<file path="src/rtl/crp_pkg.sv">
package crp_pkg;

    typedef enum logic [1:0] {
        SS_IDLE     = 2'd0,
        SS_WAIT_RSP = 2'd1,
        SS_WAIT_CFM = 2'd2
    } sess_state_t;

    typedef enum logic [1:0] {
        AS_PEND = 2'b00,
        AS_AUTH = 2'b01,
        AS_DENY = 2'b10
    } auth_state_t;

    // Galois feedback masks for maximal-length sequences
    function automatic logic [31:0] lfsr_mask(input int width);
        case (width)
            8:       return 32'h0000_00B8;
            16:      return 32'h0000_B400;
            32:      return 32'h8020_0003;
            default: return 32'h0000_B400;
        endcase
    endfunction

endpackage

</file>
<file path="src/rtl/crp_lfsr.sv">
module crp_lfsr #(
    parameter int          W    = 16,
    parameter logic [31:0] SEED = 32'h0000_ACE1
) (
    input  logic         clk,
    input  logic         rst,
    output logic [W-1:0] state
);
    import crp_pkg::*;

    localparam logic [W-1:0] MASK     = W'(lfsr_mask(W));
    localparam logic [W-1:0] SEED_W   = W'(SEED);
    localparam logic [W-1:0] SEED_OK  = (SEED_W == '0) ? W'(1) : SEED_W;

    always_ff @(posedge clk) begin
        if (rst) begin
            state <= SEED_OK;
        end else begin
            state <= (state >> 1) ^ (state[0] ? MASK : '0);
        end
    end

endmodule

</file>
<file path="src/rtl/crp_store.sv">
module crp_store #(
    parameter int DEPTH = 16,
    parameter int ENT_W = 96,
    localparam int IDX_W = $clog2(DEPTH)
) (
    input  logic             clk,
    input  logic             rst,
    input  logic             wr_en,
    input  logic [IDX_W-1:0] wr_idx,
    input  logic [ENT_W-1:0] wr_data,
    input  logic             clr_used,
    input  logic             mark_en,
    input  logic [IDX_W-1:0] mark_idx,
    input  logic [IDX_W-1:0] rd_idx,
    output logic [ENT_W-1:0] rd_data,
    output logic [DEPTH-1:0] eligible
);
    logic [ENT_W-1:0] mem [DEPTH];

    always_ff @(posedge clk) begin
        if (wr_en) begin
            mem[wr_idx] <= wr_data;
        end
    end

    assign rd_data = mem[rd_idx];

    for (genvar g = 0; g < DEPTH; g++) begin : g_flag
        logic loaded_q;
        logic used_q;

        always_ff @(posedge clk) begin
            if (rst) begin
                loaded_q <= 1'b0;
                used_q   <= 1'b0;
            end else begin
                if (wr_en && wr_idx == IDX_W'(g)) begin
                    loaded_q <= 1'b1;
                end
                if (clr_used) begin
                    used_q <= 1'b0;
                end else if (mark_en && mark_idx == IDX_W'(g)) begin
                    used_q <= 1'b1;
                end
            end
        end

        assign eligible[g] = loaded_q && !used_q;
    end

endmodule

</file>
<file path="src/rtl/crp_picker.sv">
module crp_picker #(
    parameter int DEPTH = 16,
    localparam int IDX_W = $clog2(DEPTH)
) (
    input  logic [DEPTH-1:0] eligible,
    input  logic [IDX_W-1:0] start,
    output logic [IDX_W-1:0] pick,
    output logic             found
);
    // rotating first-eligible search beginning at start
    always_comb begin
        found = 1'b0;
        pick  = '0;
        for (int i = 0; i < DEPTH; i++) begin
            if (!found && eligible[(int'(start) + i) % DEPTH]) begin
                found = 1'b1;
                pick  = IDX_W'((int'(start) + i) % DEPTH);
            end
        end
    end

endmodule

</file>
<file path="src/rtl/crp_gate.sv">
module crp_gate #(
    parameter int CHAL_W = 64,
    parameter int RESP_W = 32,
    parameter int DATA_W = 16,
    parameter int DEPTH  = 16,
    parameter int LFSR_W = 16,
    parameter int TMO_W  = 16,
    localparam int IDX_W = $clog2(DEPTH),
    localparam int ENT_W = CHAL_W + RESP_W
) (
    input  logic              clk,
    input  logic              rst,
    input  logic              enroll_en,
    input  logic              enr_we,
    input  logic [IDX_W-1:0]  enr_idx,
    input  logic [CHAL_W-1:0] enr_chal,
    input  logic [RESP_W-1:0] enr_resp,
    input  logic              req,
    output logic              chal_valid,
    output logic [CHAL_W-1:0] chal_out,
    input  logic              rsp_valid,
    input  logic [RESP_W-1:0] rsp_data,
    input  logic              confirm,
    input  logic [DATA_W-1:0] sensor_word,
    input  logic [TMO_W-1:0]  tmo_limit,
    output logic              data_valid,
    output logic [DATA_W-1:0] data_out,
    output logic [1:0]        status,
    output logic              alert,
    output logic              exhausted
);
    import crp_pkg::*;

    typedef struct packed {
        logic [CHAL_W-1:0] chal;
        logic [RESP_W-1:0] resp;
    } crp_entry_t;

    sess_state_t       state_q;
    auth_state_t       auth_q;
    logic [TMO_W-1:0]  timer_q;
    logic [RESP_W-1:0] exp_resp_q;
    logic [CHAL_W-1:0] chal_q;
    logic              chal_v_q;
    logic [DATA_W-1:0] data_q;
    logic              data_v_q;
    logic              alert_q;
    logic              exh_q;

    logic [LFSR_W-1:0] lfsr_q;
    logic [IDX_W-1:0]  start_idx;
    logic [IDX_W-1:0]  pick_idx;
    logic              pick_found;
    logic [DEPTH-1:0]  eligible;
    logic [ENT_W-1:0]  rd_raw;
    crp_entry_t        rd_entry;
    crp_entry_t        wr_entry;
    logic              issue_go;
    logic              wait_expired;

    crp_lfsr #(.W(LFSR_W)) u_lfsr (
        .clk   (clk),
        .rst   (rst),
        .state (lfsr_q)
    );

    // fold every register bit into the search start position
    always_comb begin
        start_idx = '0;
        for (int i = 0; i < LFSR_W; i++) begin
            start_idx[i % IDX_W] = start_idx[i % IDX_W] ^ lfsr_q[i];
        end
    end

    crp_picker #(.DEPTH(DEPTH)) u_pick (
        .eligible (eligible),
        .start    (start_idx),
        .pick     (pick_idx),
        .found    (pick_found)
    );

    assign wr_entry = '{chal: enr_chal, resp: enr_resp};
    assign rd_entry = crp_entry_t'(rd_raw);
    assign issue_go = !enroll_en && state_q == SS_IDLE && req && pick_found;

    crp_store #(.DEPTH(DEPTH), .ENT_W(ENT_W)) u_store (
        .clk      (clk),
        .rst      (rst),
        .wr_en    (enroll_en && enr_we),
        .wr_idx   (enr_idx),
        .wr_data  (wr_entry),
        .clr_used (enroll_en),
        .mark_en  (issue_go),
        .mark_idx (pick_idx),
        .rd_idx   (pick_idx),
        .rd_data  (rd_raw),
        .eligible (eligible)
    );

    assign wait_expired = (timer_q == tmo_limit);

    always_ff @(posedge clk) begin
        if (rst) begin
            state_q    <= SS_IDLE;
            auth_q     <= AS_PEND;
            timer_q    <= '0;
            exp_resp_q <= '0;
            chal_q     <= '0;
            chal_v_q   <= 1'b0;
            data_q     <= '0;
            data_v_q   <= 1'b0;
            alert_q    <= 1'b0;
            exh_q      <= 1'b0;
        end else begin
            chal_v_q <= 1'b0;
            data_v_q <= 1'b0;
            alert_q  <= 1'b0;
            if (enroll_en) begin
                state_q <= SS_IDLE;
                auth_q  <= AS_PEND;
                timer_q <= '0;
                exh_q   <= 1'b0;
            end else begin
                unique case (state_q)
                    SS_IDLE: begin
                        if (req) begin
                            if (pick_found) begin
                                chal_q     <= rd_entry.chal;
                                exp_resp_q <= rd_entry.resp;
                                chal_v_q   <= 1'b1;
                                auth_q     <= AS_PEND;
                                timer_q    <= '0;
                                state_q    <= SS_WAIT_RSP;
                            end else begin
                                auth_q  <= AS_DENY;
                                alert_q <= 1'b1;
                                exh_q   <= 1'b1;
                            end
                        end
                    end
                    SS_WAIT_RSP: begin
                        if (rsp_valid) begin
                            timer_q <= '0;
                            if (rsp_data == exp_resp_q) begin
                                auth_q  <= AS_AUTH;
                                state_q <= SS_WAIT_CFM;
                            end else begin
                                auth_q  <= AS_DENY;
                                alert_q <= 1'b1;
                                state_q <= SS_IDLE;
                            end
                        end else if (wait_expired) begin
                            auth_q  <= AS_DENY;
                            alert_q <= 1'b1;
                            state_q <= SS_IDLE;
                        end else begin
                            timer_q <= timer_q + 1'b1;
                        end
                    end
                    SS_WAIT_CFM: begin
                        if (confirm) begin
                            data_q   <= sensor_word;
                            data_v_q <= 1'b1;
                            state_q  <= SS_IDLE;
                        end else if (wait_expired) begin
                            auth_q  <= AS_DENY;
                            alert_q <= 1'b1;
                            state_q <= SS_IDLE;
                        end else begin
                            timer_q <= timer_q + 1'b1;
                        end
                    end
                    default: state_q <= SS_IDLE;
                endcase
            end
        end
    end

    assign chal_valid = chal_v_q;
    assign chal_out   = chal_q;
    assign data_valid = data_v_q;
    assign data_out   = data_q;
    assign status     = auth_q;
    assign alert      = alert_q;
    assign exhausted  = exh_q;

endmodule

</file>
<file path="config.mk">
export PLATFORM = sky130hd
export DESIGN_NAME = crp_gate
export DESIGN_NICKNAME = d
export VERILOG_FILES = /design/src/rtl/crp_pkg.sv /design/src/rtl/crp_lfsr.sv /design/src/rtl/crp_store.sv /design/src/rtl/crp_picker.sv /design/src/rtl/crp_gate.sv
export SDC_FILE = /design/constraint.sdc
export NUM_CORES = 2
export LEC_CHECK = 0
export BUFFER_PORTS_ARGS = -buffer_cell sky130_fd_sc_hd__buf_2
export CAP_MARGIN = 0
export CORE_ASPECT_RATIO = 1.1
export CORE_MARGIN = 8
export CORE_UTILIZATION = 50
export DETAILED_ROUTE_END_ITERATION = 10
export PLACE_DENSITY = 0.71
export SLEW_MARGIN = 40
export SYNTH_ARGS = -nofsm -noshare
export SYNTH_HDL_FRONTEND = slang
export SYNTH_SLANG_ARGS = --single-unit
</file>
<file path="constraint.sdc">
create_clock -name clk -period 14.1 [get_ports clk]
set_input_delay 0.705 -clock clk [delete_from_list [all_inputs] [get_ports clk]]
set_output_delay 0.705 -clock clk [all_outputs]
set_load 0.02 [all_outputs]
</file>
# == After elaboration in Yosys (flattened, before gate mapping) ==
# Memory sizes are Yosys's and may differ from the RTL's. A register that Yosys moved wholly into a read port is not among the register bits.
# Cells that the tools add are included.
# op_classes
n_bitwise,33
order_cmp,16
addsub,16
n_eq_ne,37
n_reduce_logical,127
muxes,111
# ops
operator,n
2-to-1 mux 16 bit,6
"less-than comparator 5 x 6 -> 1 bit, second input constant",15
logical AND 1 bit,67
binary-select mux 1 bit (select 4 bit),16
"equality test 4 bit, second input constant",16
2-to-1 mux 4 bit,16
OR reduction 4 bit,16
2-to-1 mux 1 bit,57
case mux 16 bit (3 select lines),1
"adder 4 bit, second input constant",8
equality test 32 bit,1
"equality test 4 x 3 -> 1 bit, second input constant",8
zero test 1 bit,32
2-to-1 mux 2 bit,12
"adder 16 x 1 -> 16 bit, second input constant",1
"adder 4 x 3 -> 4 bit, second input constant",4
equality test 16 bit,1
"equality test 4 x 2 -> 1 bit, second input constant",4
XOR 15 x 16 -> 16 bit,1
"AND 1 bit, first input constant",15
case mux 2 bit (3 select lines),2
XOR 1 bit,12
AND reduction 3 bit,3
"adder 4 x 2 -> 4 bit, second input constant",2
15 further kinds,24
# totals
ram_bits,1536
memories,1
reg_bits,88
out_inout_bits,86
in_bits,171
# memory_table
memory,words,width,read_ports,rd_ports_with_merged_regs,write_ports,line,rtl
u_store.mem,16,96,1,1,1,crp_store.sv:18,logic [ENT_W-1:0] mem [DEPTH];

# == Longest topological paths before layout ==
# logic_depth
depth_word,56
ltp_mapped,24
mapped_depth_nobuf,16

# == Hierarchy ==
# Synthesis repeated with hierarchy kept, for this count alone.
# unflattened
hier_cells,3542
area_unflattened_um2,67402.1
# by_module_without_submodules
module,area_per_inst_um2,cells_per_inst,instances,seq_area_each_um2
crp_store,58594.9,2493,1,46764.9
crp_gate,5871.9,733,1,2722.6
crp_picker,2472.4,280,1,0.0
crp_lfsr,462.9,36,1,320.3

# == Worst setup path before layout ==
# OpenSTA, ideal clock, no wires.
# synth_timing
kind,in2reg
startpoint,input port enr_idx[1]
endpoint,"memory u_store.mem[0][0], enable pin"
cell_stages,2
setup_ps,672
setup_slack_ps,5743
t_arrival_ps,7685
cell_sequence,or3_1 -> nor3_1
# synth_rtl
element,line,rtl
start: declaration,crp_gate.sv:15,"input logic [IDX_W-1:0] enr_idx,"
end: declaration,crp_store.sv:18,
# No word-level cell before the write port.

# == Final worst setup path ==
# layout_timing
startpoint,register u_lfsr.state[13]
endpoint,register chal_q[2] (netlist: chal_out[2])
# layout_between
elab_chain_len,50
word_cells_on_any_way,126
# layout_rtl
element,line,rtl
start: declaration,crp_lfsr.sv:7,output logic [W-1:0] state
start signal: assignment,crp_lfsr.sv:19,state <= (state >> 1) ^ (state[0] ? MASK : '0);
XOR 1 bit (*),crp_gate.sv:71,start_idx[i % IDX_W] = start_idx[i % IDX_W] ^ lfsr_q[i];
adder 4 x 1 -> 4 bit or binary-select mux 1 bit (select 4 bit) (tied branches),"crp_picker.sv:15, crp_picker.sv:17",
binary-select mux 1 bit (select 4 bit) or 2-to-1 mux 1 bit (tied branches),crp_picker.sv:15,if (!found && eligible[(int'(start) + i) % DEPTH]) begin
2-to-1 mux 1 bit (implied by the code),crp_picker.sv:15,
2-to-1 mux 1 bit (implied by the code) or zero test 1 bit (tied branches),crp_picker.sv:15,
logical AND 1 bit,crp_picker.sv:15,
2-to-1 mux 1 bit,crp_picker.sv:15,
zero test 1 bit,crp_picker.sv:15,
[... 34 more ...],n/a,
2-to-1 mux 1 bit,crp_picker.sv:15,
zero test 1 bit,crp_picker.sv:15,
logical AND 1 bit,crp_picker.sv:15,
2-to-1 mux 1 bit,crp_picker.sv:15,
zero test 1 bit,crp_picker.sv:15,
logical AND 1 bit,crp_picker.sv:15,
2-to-1 mux 1 bit,crp_picker.sv:15,
AND reduction 4 bit (no source line),n/a,
end signal: assignment,crp_gate.sv:128,chal_q <= rd_entry.chal;
end: declaration,crp_gate.sv:43,logic [CHAL_W-1:0] chal_q;
# Every way passes the cells marked *; elsewhere a longest branch is shown, timed or not. The select of a mux whose other input is x is not followed.
# A chain may end at the register's enable or synchronous reset.

==> flow_summary.ini <==
[floorplan]
rows = 143
core_area_um2 = 137000
dieWidth_um = 370
die_h_um = 405
start_util = 0.501
die-area_um2 = 150000
ios = 257

[logic_synthesis]
yosys.area.top_type = edfxtp_1
synth_edf_count = 1536
synth.cell_area_um2 = 68800
ys_types = 73
syn_avg_cell_area_um2 = 13.9
synth_nets = 5127
synth_seq_cells = 1720
synthFlopType = edfxtp_1
synth.top_cells.by_area = edfxtp_1, nand2_1, dfxtp_1
synth_top_area_share = 0.670
yosysWarnings = 0
synth_xor_area_frac = 0.0120
yosys.area_share.simple = 0.126
syn_inst = 4949
synth.area.mux_share = 0.0634
synthAdderAreaFrac = 0.00127
async_reset_ff_frac = 0
synth_top_family_by_area = simple AND/OR/NAND/NOR gates
synth_compound_area_frac = 0.0532
synth.yosys.seq_area_share = 0.723

[clocking]
clock_latency_ns = 0.80
post_cts_buffers = 0
cts.htree.levels = 4
cts_hold_buf = 0
cts_root_buffer = clkbuf_16
cts_tree = yes
clock-sinks = 1720
clkTransAtPathRegs_ns = 0.07
cts_buffer_depth = 3
cts-resized-gates = 0
numCtsBuffers = 165

[global_routing]
antenna_found_initial = 45
grt_usage = 0.240
grt_pass1_vias = 42001
grt_max_degree = 187
grt_pass1_wl_mm = 270
grt.overflow.total = 0

[worst_setup_path]
reg2reg_slack_ns = 6.47
worstPathArrival_ns = 8.30
path_class = flop to flop
cp_max_fo = 103
worstPathRequired_ns = 14.77
critPathLaunchType = flop
end_kind = flop

[detailed_routing]
dr.pass1.iters = 6
drt_iter0_markers = 5468
drc_errors = 0
viasPerCell = 6.12
num_vias = 43525
antenna_left = 0
wl_per_cell_um = 26.1
wl_mm = 185

[cells_and_area]
n_fill_cell = 10571
seq_area_um2 = 49800
drive_gt1_frac = 0.147
nets = 5318
finalInstanceArea_um2 = 78000
area_growth_pct = 13.4
multiInputGateArea_um2 = 17900

[power]
pwr_density_cell_nw_per_um2 = 212
max-vdd-ir-drop_v = 0.000244
total_power_w = 0.0166
p_leak_nw = 26.8

[sta]
slew_violations = 0
layout_min_cycle_time_ns = 7.63
final.period_utilization = 0.541
max_freq_mhz = 131
finalHoldViolCount = 0
tightest_slew_ns = 0.901
max-slew-margin-rel = 0.399
fin_skew_ns = 0.0279
rsz0062_at_grt = no
tns_ns = 0
setup_violations = 0

[worst_hold_path]
min_path_type = input pin to flop

[flow_run]
drv_cap = 0

[place]
numPortBuffers = 256
hpwlAfterDp_mm = 93.5
gp_congestion = 0.824
dpl_cell_area_um2 = 72400

[run_status]
status = complete, no violations
[area by class of cell]
type,instances,area share
multi-input cells,2903,0.229
inverters,11,0.000529
well taps,1812,0.0291
flip-flops and latches,1720,0.638
repair buffers,339,0.0322
clock inverters,76,0.0105
diodes,17,0.000545
clock buffers,231,0.0595
[worst max-delay path, cell delays in order (launching register included)]
cell	delay, ns
dfxtp_1	0.36
xor2_1	0.38
xor2_4	0.17
buf_4	0.43
inv_1	0.48
ha_1	0.46
xnor2_1	0.54
mux2_2	0.46
mux2i_4	0.29
nand3_4	0.18
nor4_4	0.48
nand3_1	0.14
o21ai_0	0.23
a21o_4	0.50
buf_4	0.64
buf_12	0.49
buf_16	0.36
mux4_2	0.37
a32oi_1	0.20
a31oi_1	0.11
[registers in the layout, indices dropped and copies added, names as in the netlist]
signal / flops
alert: 1
chal_out: 64
chal_valid: 1
data_out: 16
data_valid: 1
exhausted: 1
exp_resp_q: 32
state_q: 2
status: 2
timer_q: 16
u_lfsr.state: 16
u_store.g_flag.loaded_q: 16
u_store.g_flag.used_q: 16
u_store.mem: 1536
[metrics by stage]
step,std cells,utilization,setup WS (ns),hold WS [ns]
global route,7096,0.568,6.04,0.136
global placement,6764,0.523,6.89,0.439
detailed placement,6781,0.527,6.62,0.446
finish,7109,0.568,6.47,0.167
floorplan,4949,-,5.74,0.439
CTS,7088,0.567,6.57,0.112
[cells in the mapped netlist, types with 54 or more instances]
master / instances
a32oi_1: 90
clkbuf_1: 190
xnor2_1: 70
a21oi_1: 54
o21bai_1: 100
mux4_2: 120
nand3_1: 608
a31oi_1: 171
mux2i_1: 153
nand2_1: 1125
nor2_1: 124
edfxtp_1: 1536
buf_2: 98
dfxtp_1: 184
[path summary, 6_finish.rpt]
| check | from | end | cells after the start |
|---|---|---|---|
| hold reg to reg | exhausted | exhausted | 2 |
| setup / recovery | u_lfsr.state[13] | chal_out[2] | 19 |
| hold / removal | sensor_word[3] | data_out[3] | 3 |
| setup reg to reg | u_lfsr.state[13] | chal_out[2] | 19 |
[logic make-up (layout without fill, tap and decap cells)]
group,count (synthesis),in the layout
flops,1720,1720
fa+ha+maj,7,7
buf+inv,326,657
compound gates,521,521
other cells,0,17
xor+xnor,91,91
mux,281,281
simple gates,2003,2003
[routing by layer]
| metal | vias to the layer above | routed length [µm] | global-route usage |
|---|---|---|---|
| met3 | 393 | 18700 | 0.0498 |
| met5 | - | 137 | 0 |
| met4 | 20 | 6250 | 0.0825 |
| met2 | 2368 | 88800 | 0.392 |
| met1 | 21795 | 71300 | 0.322 |
| li1 | 18949 | - | - |
[cell usage in the layout, fill, tap and decap left out, types with 47 or more instances in the layout]
cell / instances
a21oi_1: 54
a31oi_1: 171
a32oi_1: 89
buf_2: 256
clkbuf_1: 47
clkbuf_16: 172
dfxtp_1: 184
edfxtp_1: 1536
mux2i_1: 151
mux4_2: 120
nand2_1: 1125
nand3_1: 608
nor2_1: 111
o21bai_1: 100
xnor2_1: 66
[where the power goes]
part           internal, W  total (W)  switching [W]
registers          0.00568    0.00579       0.000105
clock network      0.00258    0.00445        0.00187
logic              0.00205    0.00632        0.00427
total               0.0103     0.0166        0.00625
(Power assumes the default switching activity.)
